`src/rtl/walk_pkg.sv`:
```
package walk_pkg;
    localparam int WORD_W = 32;

    typedef enum logic [1:0] {
        ACC_READ  = 2'd0,
        ACC_WRITE = 2'd1,
        ACC_FETCH = 2'd2
    } acc_kind_e;

    typedef enum logic [1:0] {
        ST_IDLE,
        ST_L1_WAIT,
        ST_L2_WAIT,
        ST_DONE
    } walk_state_e;

    localparam logic [3:0] CODE_SECTION = 4'd13;
    localparam logic [3:0] CODE_PAGE    = 4'd15;
    localparam logic [3:0] CODE_XLATE   = 4'd7;
    localparam int         WRITE_FLAG_BIT = 11;
endpackage

```
`src/rtl/walk_va_remap.sv`:
```
module walk_va_remap #(
    parameter int          W     = 32,
    parameter logic [31:0] LIMIT = 32'h0200_0000
) (
    input  logic [W-1:0] va_in,
    input  logic [W-1:0] offset,
    output logic [W-1:0] va_out
);
    always_comb begin
        if (va_in < LIMIT[W-1:0])
            va_out = va_in + offset;
        else
            va_out = va_in;
    end
endmodule

```
`src/rtl/walk_desc_decode.sv`:
```
module walk_desc_decode
    import walk_pkg::*;
(
    input  logic [31:0] desc,
    input  logic        second_level,
    input  logic [31:0] va,
    input  logic [1:0]  kind,
    input  logic [3:0]  dom,
    output logic        is_block,
    output logic [31:0] next_addr,
    output logic [31:0] phys,
    output logic [2:0]  perm_code,
    output logic        fails,
    output logic [31:0] status
);
    logic       xn;
    logic       xlate_fault;
    logic [3:0] code;

    always_comb begin
        is_block    = 1'b0;
        next_addr   = {desc[31:10], va[19:12], 2'b00};
        phys        = '0;
        perm_code   = '0;
        xn          = 1'b0;
        xlate_fault = 1'b0;
        code        = CODE_PAGE;
        if (!second_level) begin
            is_block  = (desc[1:0] == 2'd2);
            perm_code = {desc[15], desc[11:10]};
            xn        = desc[4];
            code      = CODE_SECTION;
            if (desc[18])
                phys = {desc[31:24], va[23:0]};
            else
                phys = {desc[31:20], va[19:0]};
        end else begin
            perm_code = {desc[9], desc[5:4]};
            unique case (desc[1:0])
                2'd0: begin
                    xlate_fault = 1'b1;
                    code        = CODE_XLATE;
                end
                2'd1: begin
                    phys = {desc[31:16], va[15:0]};
                    xn   = desc[15];
                end
                default: begin
                    phys = {desc[31:12], va[11:0]};
                    xn   = desc[0];
                end
            endcase
        end
        fails  = xlate_fault || (xn && (kind == ACC_FETCH));
        status = '0;
        if (fails) begin
            status[3:0] = code;
            status[7:4] = dom;
            status[WRITE_FLAG_BIT] = (kind == ACC_WRITE);
        end
    end
endmodule

```
`src/rtl/pt_walker.sv`:
```
module pt_walker
    import walk_pkg::*;
#(
    parameter logic [31:0] REMAP_LIMIT = 32'h0200_0000
) (
    input  logic        clk,
    input  logic        rst_n,
    input  logic        req_valid,
    input  logic [31:0] req_va,
    input  logic [1:0]  req_kind,
    input  logic [31:0] proc_offset,
    input  logic [31:0] l1_addr,
    output logic        mem_rd_req,
    output logic [31:0] mem_rd_addr,
    input  logic        mem_rd_ack,
    input  logic [31:0] mem_rd_data,
    output logic        done,
    output logic        fault,
    output logic [31:0] pa,
    output logic [2:0]  perm,
    output logic [3:0]  domain,
    output logic [31:0] fault_status
);
    walk_state_e st_q, st_nx;

    logic [31:0] va_q, addr_q, va_mapped;
    logic [1:0]  kind_q;
    logic [3:0]  dom_q, dom_sel;
    logic [31:0] pa_q, status_q;
    logic [2:0]  perm_q;
    logic        fault_q;

    logic        dec_block, dec_fail, in_l2;
    logic [31:0] dec_next, dec_phys, dec_status;
    logic [2:0]  dec_perm;

    walk_va_remap #(.W(WORD_W), .LIMIT(REMAP_LIMIT)) u_remap (
        .va_in  (req_va),
        .offset (proc_offset),
        .va_out (va_mapped)
    );

    assign in_l2   = (st_q == ST_L2_WAIT);
    assign dom_sel = in_l2 ? dom_q : mem_rd_data[8:5];

    walk_desc_decode u_dec (
        .desc         (mem_rd_data),
        .second_level (in_l2),
        .va           (va_q),
        .kind         (kind_q),
        .dom          (dom_sel),
        .is_block     (dec_block),
        .next_addr    (dec_next),
        .phys         (dec_phys),
        .perm_code    (dec_perm),
        .fails        (dec_fail),
        .status       (dec_status)
    );

    always_ff @(posedge clk or negedge rst_n) begin
        if (!rst_n) st_q <= ST_IDLE;
        else        st_q <= st_nx;
    end

    always_comb begin
        st_nx = st_q;
        unique case (st_q)
            ST_IDLE:    if (req_valid)  st_nx = ST_L1_WAIT;
            ST_L1_WAIT: if (mem_rd_ack) st_nx = dec_block ? ST_DONE : ST_L2_WAIT;
            ST_L2_WAIT: if (mem_rd_ack) st_nx = ST_DONE;
            ST_DONE:                    st_nx = ST_IDLE;
            default:                    st_nx = ST_IDLE;
        endcase
    end

    always_ff @(posedge clk or negedge rst_n) begin
        if (!rst_n) begin
            va_q     <= '0;
            addr_q   <= '0;
            kind_q   <= ACC_READ;
            dom_q    <= '0;
            pa_q     <= '0;
            perm_q   <= '0;
            fault_q  <= 1'b0;
            status_q <= '0;
        end else begin
            unique case (st_q)
                ST_IDLE: if (req_valid) begin
                    va_q   <= va_mapped;
                    kind_q <= req_kind;
                    addr_q <= l1_addr;
                end
                ST_L1_WAIT: if (mem_rd_ack) begin
                    dom_q <= mem_rd_data[8:5];
                    if (dec_block) begin
                        pa_q     <= dec_phys;
                        perm_q   <= dec_perm;
                        fault_q  <= dec_fail;
                        status_q <= dec_status;
                    end else begin
                        addr_q <= dec_next;
                    end
                end
                ST_L2_WAIT: if (mem_rd_ack) begin
                    pa_q     <= dec_phys;
                    perm_q   <= dec_perm;
                    fault_q  <= dec_fail;
                    status_q <= dec_status;
                end
                default: ;
            endcase
        end
    end

    always_comb begin
        mem_rd_req   = (st_q == ST_L1_WAIT) || (st_q == ST_L2_WAIT);
        mem_rd_addr  = addr_q;
        done         = (st_q == ST_DONE);
        fault        = fault_q;
        pa           = pa_q;
        perm         = perm_q;
        domain       = dom_q;
        fault_status = status_q;
    end


    req_hold_chk: assert property (@(posedge clk) disable iff (!rst_n)
        (mem_rd_req && !mem_rd_ack) |=> (mem_rd_req && $stable(mem_rd_addr)));


    done_pulse_chk: assert property (@(posedge clk) disable iff (!rst_n)
        done |=> !done);


    done_quiet_chk: assert property (@(posedge clk) disable iff (!rst_n)
        done |-> !mem_rd_req);


    ok_status_chk: assert property (@(posedge clk) disable iff (!rst_n)
        (done && !fault) |-> (fault_status == 32'd0));


    fault_code_chk: assert property (@(posedge clk) disable iff (!rst_n)
        (done && fault) |-> (fault_status[3:0] == 4'd7 || fault_status[3:0] == 4'd13
                             || fault_status[3:0] == 4'd15));


    dom_field_chk: assert property (@(posedge clk) disable iff (!rst_n)
        (done && fault) |-> (fault_status[7:4] == domain));
endmodule

```
`config.mk`:
```
export PLATFORM = sky130hd
export DESIGN_NAME = pt_walker
export DESIGN_NICKNAME = d
export VERILOG_FILES = /design/src/rtl/walk_pkg.sv /design/src/rtl/walk_va_remap.sv /design/src/rtl/walk_desc_decode.sv /design/src/rtl/pt_walker.sv
export SDC_FILE = /design/constraint.sdc
export NUM_CORES = 1
export LEC_CHECK = 0
export ABC_AREA = 1
export BUFFER_PORTS_ARGS = -buffer_cell sky130_fd_sc_hd__buf_2
export CAP_MARGIN = 25
export CORE_MARGIN = 5
export CORE_UTILIZATION = 45
export DETAILED_ROUTE_END_ITERATION = 8
export GPL_ROUTABILITY_DRIVEN = 0
export PLACE_DENSITY = 0.69
export SLEW_MARGIN = 30
export SYNTH_ARGS = -nofsm -noshare
export SYNTH_HDL_FRONTEND = slang
export SYNTH_HIERARCHICAL = 1
export SYNTH_SLANG_ARGS = --single-unit
```
`constraint.sdc`:
```
create_clock -name clk -period 2.2 [get_ports clk]
set_input_delay 0.22 -clock clk [delete_from_list [all_inputs] [get_ports clk]]
set_output_delay 0.22 -clock clk [all_outputs]
set_load 0.01 [all_outputs]
```
# After elaboration in Yosys (flattened, before gate mapping)
# Index checks and enable logic that the tools add are counted.
# classes
add_sub_neg,1
mul,0
n_div,0
n_lt_le_gt_ge,1
n_eq_ne,12
shifts,0
mux,40
n_bitwise,0
n_reduce_logical,12
# ops
cell,count
32-bit 2-to-1 mux,10
32-bit one-hot mux with 2 select lines,4
24-bit 2-to-1 mux,2
32-bit by 26-bit < comparator with 1-bit output (second input constant),1
24-bit adder,1
3-bit 2-to-1 mux,4
4-bit 2-to-1 mux,3
2-bit != test (second input constant),5
1-bit 2-to-1 mux,9
2-bit == test (second input constant),4
8-bit 2-to-1 mux,1
2-bit one-hot mux with 4 select lines,1
4-bit AND reduction,2
2-bit by 1-bit == test with 1-bit output (second input constant),3
2-bit 2-to-1 mux,3
3-bit one-hot mux with 2 select lines,1
2-bit logical NOT,2
1-bit one-hot mux with 2 select lines,2
2-bit AND reduction,2
2-bit nonzero test,2
3-bit AND reduction,1
1-bit logical OR,2
1-bit logical AND,1
# totals
register_bits,132
latch_bits,0
ram_bits,0
rom_bits,0
input_bits,134
out_inout_bits,106
wordCells,75
n_memories,0

# Logic depth before layout (Yosys ltp)
# Gate-level depths: netlist (run 1).
# logic_depth
word_depth,9
mapped_depth,14
ltp_nobuf,14

# Cells and area by module
# The synthesis (run 1) kept the hierarchy.
# modules_own_cells
module,instances,cells_per_inst,area_per_inst_um2,seq_area_each_um2
pt_walker,1,745,6139.6,3503.4
walk_va_remap,1,571,2722.6,0.0
walk_desc_decode,1,175,958.4,0.0

# Worst setup path before layout (run 1)
# OpenSTA, ideal clock, no wires.
# synth_path
path_kind,input -> register
from,in proc_offset[0]
to,reg va_q[16]
setup_time_ns,0.117
t_arrival_ns,1.664
t_required_ns,2.083
setup_slack_ns,0.419
path_stages,13
n_path_buf,0
cell_sequence,ha_1 > fa_1 > nand3_1 > nand3_1 > nand2_1 > nand2_2 > nand2_1 > nand2_1 > xor2_1 > nand2_1 > nand2_1 > nand3_1 > nand2_1
# synth_via
elab_chain_cells,2
# synth_lines
element,line_no,source
start: declaration,pt_walker.sv:11,"input logic [31:0] proc_offset,"
24-bit adder,walk_va_remap.sv:11,va_out = va_in + offset;
24-bit 2-to-1 mux,walk_va_remap.sv:10,if (va_in < LIMIT[W-1:0])
net va_mapped[16],pt_walker.sv:26,"logic [31:0] va_q, addr_q, va_mapped;"
end signal: assignment,pt_walker.sv:89,va_q <= va_mapped;
end: declaration,pt_walker.sv:26,
# The timed path passes the listed nets, and every way through them passes these cells.
# A chain may end at the register's enable or synchronous reset.

# Worst setup path in the final report (run 1)
# layout_path
from,reg st_q[0]
to,"reg status_q[19], in the netlist fault_status[19]"
# layout_via
elab_chain_cells,4
word_cells_on_any_way,9
cone_classes,eq/ne: 5; mux: 2; reduce/logical: 2
# layout_lines
element,line_no,source
start: declaration,pt_walker.sv:24,"walk_state_e st_q, st_nx;"
start signal: assignment,pt_walker.sv:62,else st_q <= st_nx;
2-bit == test,pt_walker.sv:43,assign in_l2 = (st_q == ST_L2_WAIT);
net in_l2,pt_walker.sv:33,"logic dec_block, dec_fail, in_l2;"
1-bit 2-to-1 mux,walk_desc_decode.sv:28,if (!second_level) begin
net dec_block,pt_walker.sv:33,
2-bit != test (no line),n/a,
4-bit AND reduction (no line),n/a,
end signal: assignment,pt_walker.sv:99,status_q <= dec_status;
end signal: assignment,pt_walker.sv:108,status_q <= dec_status;
end: declaration,pt_walker.sv:29,"logic [31:0] pa_q, status_q;"
# The timed path passes the listed nets, and every way through them passes these cells.

==> out/summary.txt, run 1 <==
Final #Nets -> 1,624
Hold WC Path Type -> in -> reg
Peak supply drop -> 0.6636 mV
DRT Pass-1 Iters -> 5
Max-Cap Viols -> 0
Required time worst endpoint -> 2.50 ns
Total number of vias -> 8,280
Congestion Overflow GR -> 0
Met3 global-route usage -> 3.725%
Max-slew violations -> 0
Final Hold Viols -> 0
Crit-path max FO -> 39
All-Layer GR Usage -> 21.67%
Setup Viol. Count Final -> 0
Row count -> 51
Final wirelength -> 24,200 µm
Met1 usage -> 28.20%
Die height -> 149.4 µm
Type of origin of the critical path -> register
Initial DRC count -> 357
Clock transition at the registers of the reported paths -> 0.05 ns
Worst Skew -> 0.005654 ns
Die X -> 149.4 µm
Setup Fix Bufs, Post-CTS -> 0
Setup slack, reg-to-reg -> 0.16 ns
TritonCTS clock tree -> built
Clock root buffer -> clkbuf_16
Worst Setup EP -> fault_status[19]
Synth Warn # -> 6
F_max -> 0.4902 GHz
Syn avg cell area -> 6.802 µm²
Critical Path End Type -> register
Worst-skew pair later-pin latency -> 0.42 ns
Drt wl/cell -> 13.92 µm
Final HPWL DP -> 17,800 µm
Clock buffer count from CTS -> 17
Vias per cell -> 4.764
Final ANT Viol Nets -> 0
Tightest Pin Transition -> 0.7996 ns
Syn Inst Count -> 1,286
CTS max path bufs -> 2
Tcrit/Tclk final -> 92.73%
Reg-to-Reg End -> fault_status[19]
Die ar. -> 22,330 µm²
Multi-input logic area -> 4259 µm²
Final hold slack -> 0.06893 ns
WP data arrival -> 2.34 ns
Total Neg Setup Slack -> 0 ns
Crit Path Class -> reg -> reg
RSZ-0062 raised after global routing -> yes
Clock H-tree levels -> 4
Critical R2R Launch -> st_q[0]
GRT busiest layer -> met2
First-pass GRT wire length -> 38,870 µm
Io pins -> 240
FILL cells -> 1,980
Fin crit period -> 2.040 ns
Initial antenna violation count -> 4
Pwr dens -> 1265 nW/µm²
Vias in the first global route -> 7,926
Initial Utilization -> 45.39%
Largest net degree at the start of global routing -> 133
DRC viols -> 0
Status -> finished, final reports clean
Area growth, synth to finish -> 18.40%
CP startpoint -> st_q[0]
Core area -> 19,270 µm²
Static Leak -> 6.277 nW
Port bufs -> 228
Seq. cell area -> 3304 µm²
Share of cells above drive strength 1 -> 21.48%
Post-Syn Area -> 8747 µm²
Met2 Usage GRT -> 35.75%
Max transition margin -> 46.69%
Depth of the most critical reg-to-reg path -> 11
Clock sink count -> 132
==> area by class of cell <==
cell class	instances	share of cell area, %
sequential	132	31.91
inverter	134	4.857
timing repair buffer	246	13.18
tap	265	3.202
antenna	2	0.04833
clock inverter	14	1.571
clock buffer	17	4.108
multi-input combinational	928	41.13
==> cell usage in the layout (no fill, tap or decap), drive strengths merged, types with 2 or more instances in the layout <==
cell	n
buf	244
dfrtp	132
ha	30
conb	25
nand3b	5
nor3	8
clkbuf	18
nand3	159
a21oi	14
bufinv	3
nor2	51
clkinv	6
o21ai	35
clkinvlp	4
nand2	581
xnor2	14
diode	2
inv	135
==> power by group <==
part | total (mW) | internal [mW] | leakage, nW | switching [mW]
logic | 6.07 | 2.17 | 4.33 | 3.90
clock network | 2.82 | 1.77 | 0.281 | 1.05
registers | 4.22 | 3.55 | 1.67 | 0.664
total | 13.1 | 7.49 | 6.28 | 5.62
==> layer usage <==
metal,routed length (µm),share of wire (%)
met5,25,0.10
met4,696,2.9
met3,1478,6.1
met2,11400,47
met1,10600,44
==> flip-flops by register name, indices dropped and copies added (netlist names) <==
register and flops:
domain 4, fault 1, fault_status 32, kind_q 2
mem_rd_addr 32, pa 32, perm 3, st_q 2
va_q 24
==> timing repair <==
action / CTS / global route
setup endpoints to repair: 0 / 14
hold buffers: 1 / 0
hold endpoints to repair: 132 / 0
gates resized for setup: 0 / 1
==> worst min path at each step <==
stage | to | depth (start not counted) | from | slack, ns
floorplan | domain[0] | 0 | rst_n | -0.08
global placement | mem_rd_addr[24] | 2 | rst_n | 0.38
detailed placement | mem_rd_addr[24] | 2 | rst_n | 0.37
CTS | kind_q[1] | 3 | req_kind[1] | 0.05
global route | kind_q[1] | 3 | req_kind[1] | 0.07
finish | kind_q[0] | 3 | req_kind[0] | 0.07
==> critical path, stage by stage (launching register included) <==
cell and delay, ns:
dfrtp_2 0.42, inv_1 0.11, ha_1 0.23, inv_2 0.19
nand2_1 0.07, nor2_1 0.16, inv_1 0.09, nand2_2 0.16
nand2_4 0.06, buf_4 0.25, nand2_1 0.10, nand2_1 0.06
==> metrics by stage <==
stage	util (%)	power [mW]	area, µm²	setup slack (ns)	std cells
after global routing	53.74	14.21	10360	-0.02817	1738
after global placement	50.47	10.14	9727	0.1541	1703
final	53.74	13.11	10360	0.1600	1738
after floorplan	-	8.347	8837	0.4310	1310
after CTS	53.58	13.18	10320	0.1134	1735
after detailed placement	50.47	10.31	9727	0.1438	1703
Note: power is estimated with default switching activity, not from simulation.
==> run 2: changes to the inputs <==
--- a/config.mk
+++ b/config.mk
@@ -12,7 +12,7 @@
 export CORE_UTILIZATION = 45
 export DETAILED_ROUTE_END_ITERATION = 8
 export GPL_ROUTABILITY_DRIVEN = 0
-export PLACE_DENSITY = 0.69
+export PLACE_DENSITY = 0.78
 export SLEW_MARGIN = 30
 export SYNTH_ARGS = -nofsm -noshare
 export SYNTH_HDL_FRONTEND = slang
==> run 2 against run 1 <==
First-iteration DRC count is 49% higher; combinational power is 2% lower; clock power is 3% lower; clock skew is 0.0022 ns higher; worst hold slack better by 0.0024 ns; highest routed layer unchanged; critical endpoint is now mem_rd_addr[2]; cell count stayed put; core utilization is 0.31 points lower; via count is 1.3% higher; clock-buffer cell count is 2 higher; sequential share of layout area is 0.17 points higher.
==> out/summary.txt, run 2 (same netlist as run 1, synthesis figures left out) <==
Initial antenna violation count -> 3
Total Neg Setup Slack -> 0 ns
Commonest non-fill, non-tap cells in the layout -> nand2_1 (567), buf_2 (227), nand3_1 (155)
Drt wl/cell -> 13.84 µm
TritonCTS clock tree -> built
Congestion Overflow GR -> 0
Switching power of the nets -> 5.637 mW
Core area -> 19,270 µm²
Met1 usage -> 28.15%
Crit-path max FO -> 32
Final ANT Viol Nets -> 0
Critical Path End Type -> register
Clock power frac -> 21.2%
Tot Pwr -> 12.88 mW
Required time worst endpoint -> 2.54 ns
Met2 Usage GRT -> 36.86%
Port bufs -> 228
Tcrit/Tclk final -> 87.87%
Vias per cell -> 4.824
Die X -> 149.4 µm
F_max -> 0.5173 GHz
Vias in the first global route -> 7,915
Hold Path Origin -> req_kind[0]
Clock transition at the registers of the reported paths -> 0.06 ns
Initial DRC count -> 533
Max transition margin -> 55.87%
Worst Skew -> 0.007809 ns
Type of origin of the critical path -> register
CP startpoint -> st_q[1]
Setup WS post-layout -> 0.2670 ns
All-Layer GR Usage -> 21.40%
Int Pwr -> 7.244 mW
Share of cells above drive strength 1 -> 21.48%
Fin crit period -> 1.933 ns
Final Hold Viols -> 0
Initial Utilization -> 45.39%
Met3 global-route usage -> 3.180%
Peak supply drop -> 0.5796 mV
Worst-skew pair later-pin latency -> 0.40 ns
Final #Nets -> 1,623
CTS max path bufs -> 2
Clock sink count -> 132
Setup Slack @ Placement -> 0.1274 ns
Switching Share -> 43.76%
Setup Fix Bufs, Post-CTS -> 0
DRC viols -> 0
Final wirelength -> 24,060 µm
Max-slew violations -> 0
Combinational share of power -> 46.1%
Area growth, synth to finish -> 17.72%
WP data arrival -> 2.27 ns
Total number of vias -> 8,384
Sequential share of power -> 32.7%
Tightest Pin Transition -> 0.6597 ns
Die ar. -> 22,330 µm²
DRT Pass-1 Iters -> 5
Static Leak -> 6.242 nW
Largest net degree at the start of global routing -> 69
First-pass GRT wire length -> 38,850 µm
Max-Cap Viols -> 0
Io pins -> 240
Leading cell type in the layout, fill and taps excluded -> nand2_1
Row count -> 51
Status -> finished, final reports clean
Hold WC Path Type -> in -> reg
Die height -> 149.4 µm
Final HPWL DP -> 18,020 µm
Clock root buffer -> clkbuf_16
Pwr dens -> 1251 nW/µm²
RSZ-0062 raised after global routing -> no
GRT busiest layer -> met2
Critical R2R Launch -> st_q[1]
Crit Path Class -> reg -> reg
Setup Viol. Count Final -> 0
Clock H-tree levels -> 4
Clock buffer count from CTS -> 17
## run 2: cell types whose count changed in the layout (fill, tap and decap cells not counted)
cell and change:
buf_12 -2, buf_4 +2, bufinv_16 -2, clkbuf_16 -1
clkbuf_8 +2, clkinv_2 -4, clkinv_4 +1, clkinvlp_4 +1
dfrtp_1 +1, dfrtp_2 -1, inv_6 +3, nand2_1 -1
nand2_2 +1
## run 2: final timing paths
| check | endpoint | slack [ns] | cells past startpoint |
|---|---|---|---|
| max | mem_rd_addr[2] | 0.27 | 10 |
| min | kind_q[0] | 0.07 | 3 |
| max reg2reg | mem_rd_addr[2] | 0.27 | 10 |
| min reg2reg | mem_rd_addr[30] | 0.46 | 2 |
| max in group asynchronous | fault_status[22] | 1.09 | 3 |
| min in group asynchronous | fault_status[0] | 0.31 | 2 |
## run 2: layout make-up
class                   count  area (µm²)
diodes                      2       5.005
clock buffers              19       452.9
clock inverters            13       125.1
fillers                  1910        8974
inverters                 134       503.0
multi-input cells         928        4262
flip-flops and latches    132        3303
well taps                 265       331.6
repair buffers            245        1315
## run 2: metrics by stage
stage                     hold slack, ns  utilization, %  area, µm²  instances
final                            0.07128           53.43      10300       1738
after global routing             0.08862           53.43      10300       1738
after floorplan                 -0.07559               -       8837       1310
after global placement            0.1676           50.34       9702       1703
after CTS                        0.06513           53.40      10290       1736
after detailed placement          0.1716           50.34       9702       1703
## run 2: repair_timing
| item | CTS | global route |
|---|---|---|
| endpoints found under the setup margin | 0 | 23 |
| endpoints found under the hold margin | 41 | 0 |
| gates resized for setup | 0 | 1 |
| hold buffers | 1 | 0 |
## run 2: metal layers
metal | wire length [µm] | part of all wire (%)
met5 | 7 | 0.029
met4 | 368 | 1.5
met1 | 10320 | 43
met3 | 1754 | 7.3
met2 | 11610 | 48
## run 2: worst max-delay path, cell delays in order (launching register included)
cell     delay [ns]
dfrtp_1        0.42
ha_1           0.22
inv_2          0.06
nand2_1        0.05
nor2_1         0.15
inv_1          0.09
nand3_1        0.08
nand2_2        0.06
nand2_2        0.49
nand2_1        0.13
nand2_1        0.10
## run 2: power by group through the flow
stage               Combinational [mW]  Sequential, mW  Clock, mW
floorplan                         3.81            4.53          0
global placement                  5.83            4.21          0
detailed placement                5.99            4.24          0
CTS                               6.01            4.21       2.79
global route                      6.71            4.34       2.89
finish                            5.94            4.21       2.73
==> run 3: changes to the inputs <==
--- a/config.mk
+++ b/config.mk
@@ -9,10 +9,10 @@
 export BUFFER_PORTS_ARGS = -buffer_cell sky130_fd_sc_hd__buf_2
 export CAP_MARGIN = 25
 export CORE_MARGIN = 5
-export CORE_UTILIZATION = 45
+export CORE_UTILIZATION = 55
 export DETAILED_ROUTE_END_ITERATION = 8
 export GPL_ROUTABILITY_DRIVEN = 0
-export PLACE_DENSITY = 0.78
+export PLACE_DENSITY = 0.91
 export SLEW_MARGIN = 30
 export SYNTH_ARGS = -nofsm -noshare
 export SYNTH_HDL_FRONTEND = slang
==> run 3 against run 2 <==
Die area decreased by 17%; non-clock buffer count increased by 2; fmax decreased by 0.67%; cell count decreased by 2.9%; worst hold slack got worse by 0.0059 ns; sequential share of layout area increased by 0.11 points; highest routed layer unchanged.
==> out/summary.txt, run 3 (same netlist as run 1, synthesis figures left out) <==
Status -> finished, final reports clean
Io pins -> 240
Leading cell type in the layout, fill and taps excluded -> nand2_1
Max-slew violations -> 0
Antenna Cells -> 0
Row count -> 46
RSZ-0062 raised after global routing -> no
Critical Path End Type -> register
Clock H-tree levels -> 4
DRT Pass-1 Iters -> 5
Clock transition at the registers of the reported paths -> 0.06 ns
Total number of vias -> 8,558
Post-route cell area -> 10,260 µm²
Setup Viol. Count Final -> 0
TritonCTS clock tree -> built
Core area -> 15,770 µm²
Top cell family by delay on the critical path -> buffers and inverters
CP max stage cell -> dfrtp_1
Hold WC Path Type -> in -> reg
Final wirelength -> 23,840 µm
Final HPWL DP -> 17,730 µm
Worst Skew -> 0.006818 ns
Type of origin of the critical path -> register
Most used cell, CP -> buf_4
Setup Fix Bufs, Post-CTS -> 0
WP data arrival -> 2.24 ns
Placed Area -> 9656 µm²
Area growth, synth to finish -> 17.34%
Die ar. -> 18,530 µm²
Peak supply drop -> 0.5957 mV
Initial Utilization -> 55.47%
Congestion Overflow GR -> 0
Port bufs -> 228
Critical path's largest stage delay -> 0.44 ns
Tightest Pin Transition -> 0.6265 ns
Final Hold Viols -> 0
Vias in the first global route -> 8,177
Tot Pwr -> 13.03 mW
First-pass GRT wire length -> 38,610 µm
Final ANT Viol Nets -> 0
Share of cells above drive strength 1 -> 21.47%
Pwr dens -> 1270 nW/µm²
F_max -> 0.5138 GHz
Static Leak -> 6.268 nW
Final hold slack -> 0.06538 ns
Worst-skew pair later-pin latency -> 0.41 ns
Clock buffer count from CTS -> 17
Crit Path Class -> reg -> reg
Die height -> 136.1 µm
Clock root buffer -> clkbuf_16
Crit-path max FO -> 20
Die X -> 136.1 µm
Clock sink count -> 132
Max transition margin -> 58.17%
Required time worst endpoint -> 2.50 ns
Vias per cell -> 5.070
Max-Cap Viols -> 0
Total Neg Setup Slack -> 0 ns
Fin crit period -> 1.946 ns
Initial antenna violation count -> 1
Drt wl/cell -> 14.12 µm
Tcrit/Tclk final -> 88.46%
All-Layer GR Usage -> 25.72%
Crit-path cells -> inv_1 > ha_1 > buf_4 > buf_4 > nand2_4 > inv_4 > nor2_1 > nand3_1 > nand2_1
Commonest non-fill, non-tap cells in the layout -> nand2_1 (568), buf_2 (227), nand3_1 (155)
Worst Path Buf+Inv -> 4
Initial DRC count -> 587
Final #Nets -> 1,625
CTS max path bufs -> 2
DRC viols -> 0
Largest net degree at the start of global routing -> 69
==> run 3: changes by cell type in the layout (fill, tap and decap cells not counted), moves of 2 or more <==
cell / delta
clkinvlp_4: -3
inv_6: -2
clkinv_2: +3
diode_2: -2
==> run 3: worst paths after layout <==
| kind | depth (start not counted) | to | startpoint | slack, ns |
|---|---|---|---|---|
| setup / recovery | 9 | pa[3] | st_q[0] | 0.25 |
| setup reg to reg | 9 | pa[3] | st_q[0] | 0.25 |
| hold reg to reg | 2 | mem_rd_addr[23] | mem_rd_addr[23] | 0.46 |
| min in group asynchronous | 2 | fault_status[8] | rst_n | 0.34 |
| hold / removal | 3 | kind_q[1] | req_kind[1] | 0.07 |
| max in group asynchronous | 3 | mem_rd_addr[22] | rst_n | 1.12 |
==> run 3: power breakdown <==
part	internal, mW	total [mW]	switching, mW
clock	1.72	2.79	1.07
sequential	3.55	4.20	0.644
combinational	2.12	6.04	3.93
total	7.39	13.0	5.64
==> run 3: cell type report <==
type	count	area [µm²]
Sequential cell	132	3303
Tap cell	216	270.3
Fill cell	1424	5507
Clock inverter	12	130.1
Inverter	134	505.5
Timing Repair Buffer	247	1334
Clock buffer	19	452.9
Multi-Input combinational cell	928	4268
==> run 3: repair_timing <==
| item | in CTS | in global routing |
|---|---|---|
| hold buffers | 1 | 0 |
| endpoints found under the hold margin | 53 | 0 |
| resized for setup | 0 | 4 |
| setup endpoints to repair | 0 | 68 |
==> run 3: tightest hold or removal path: stages <==
cell and delay (ns):
buf_2 0.09, nand3_1 0.07, nand2_1 0.06
==> run 3: layer usage <==
metal | part of all wire [%] | vias up | track usage (%) | wire length [µm]
met5 | 0.055 | - | 0 | 13
met4 | 2.9 | 2 | 9.854 | 691
met3 | 8.3 | 47 | 4.108 | 1967
met2 | 48 | 404 | 44.52 | 11550
met1 | 40 | 3867 | 32.32 | 9611
li1 | - | 4238 | - | -
==> run 3: metrics by stage <==
stage	utilization [%]	instances	setup WS (ns)
global route	65.08	1688	0.03523
detailed placement	61.23	1656	0.1256
finish	65.08	1688	0.2538
CTS	64.99	1688	0.1359
floorplan	-	1310	0.4310
global placement	61.23	1656	0.1426
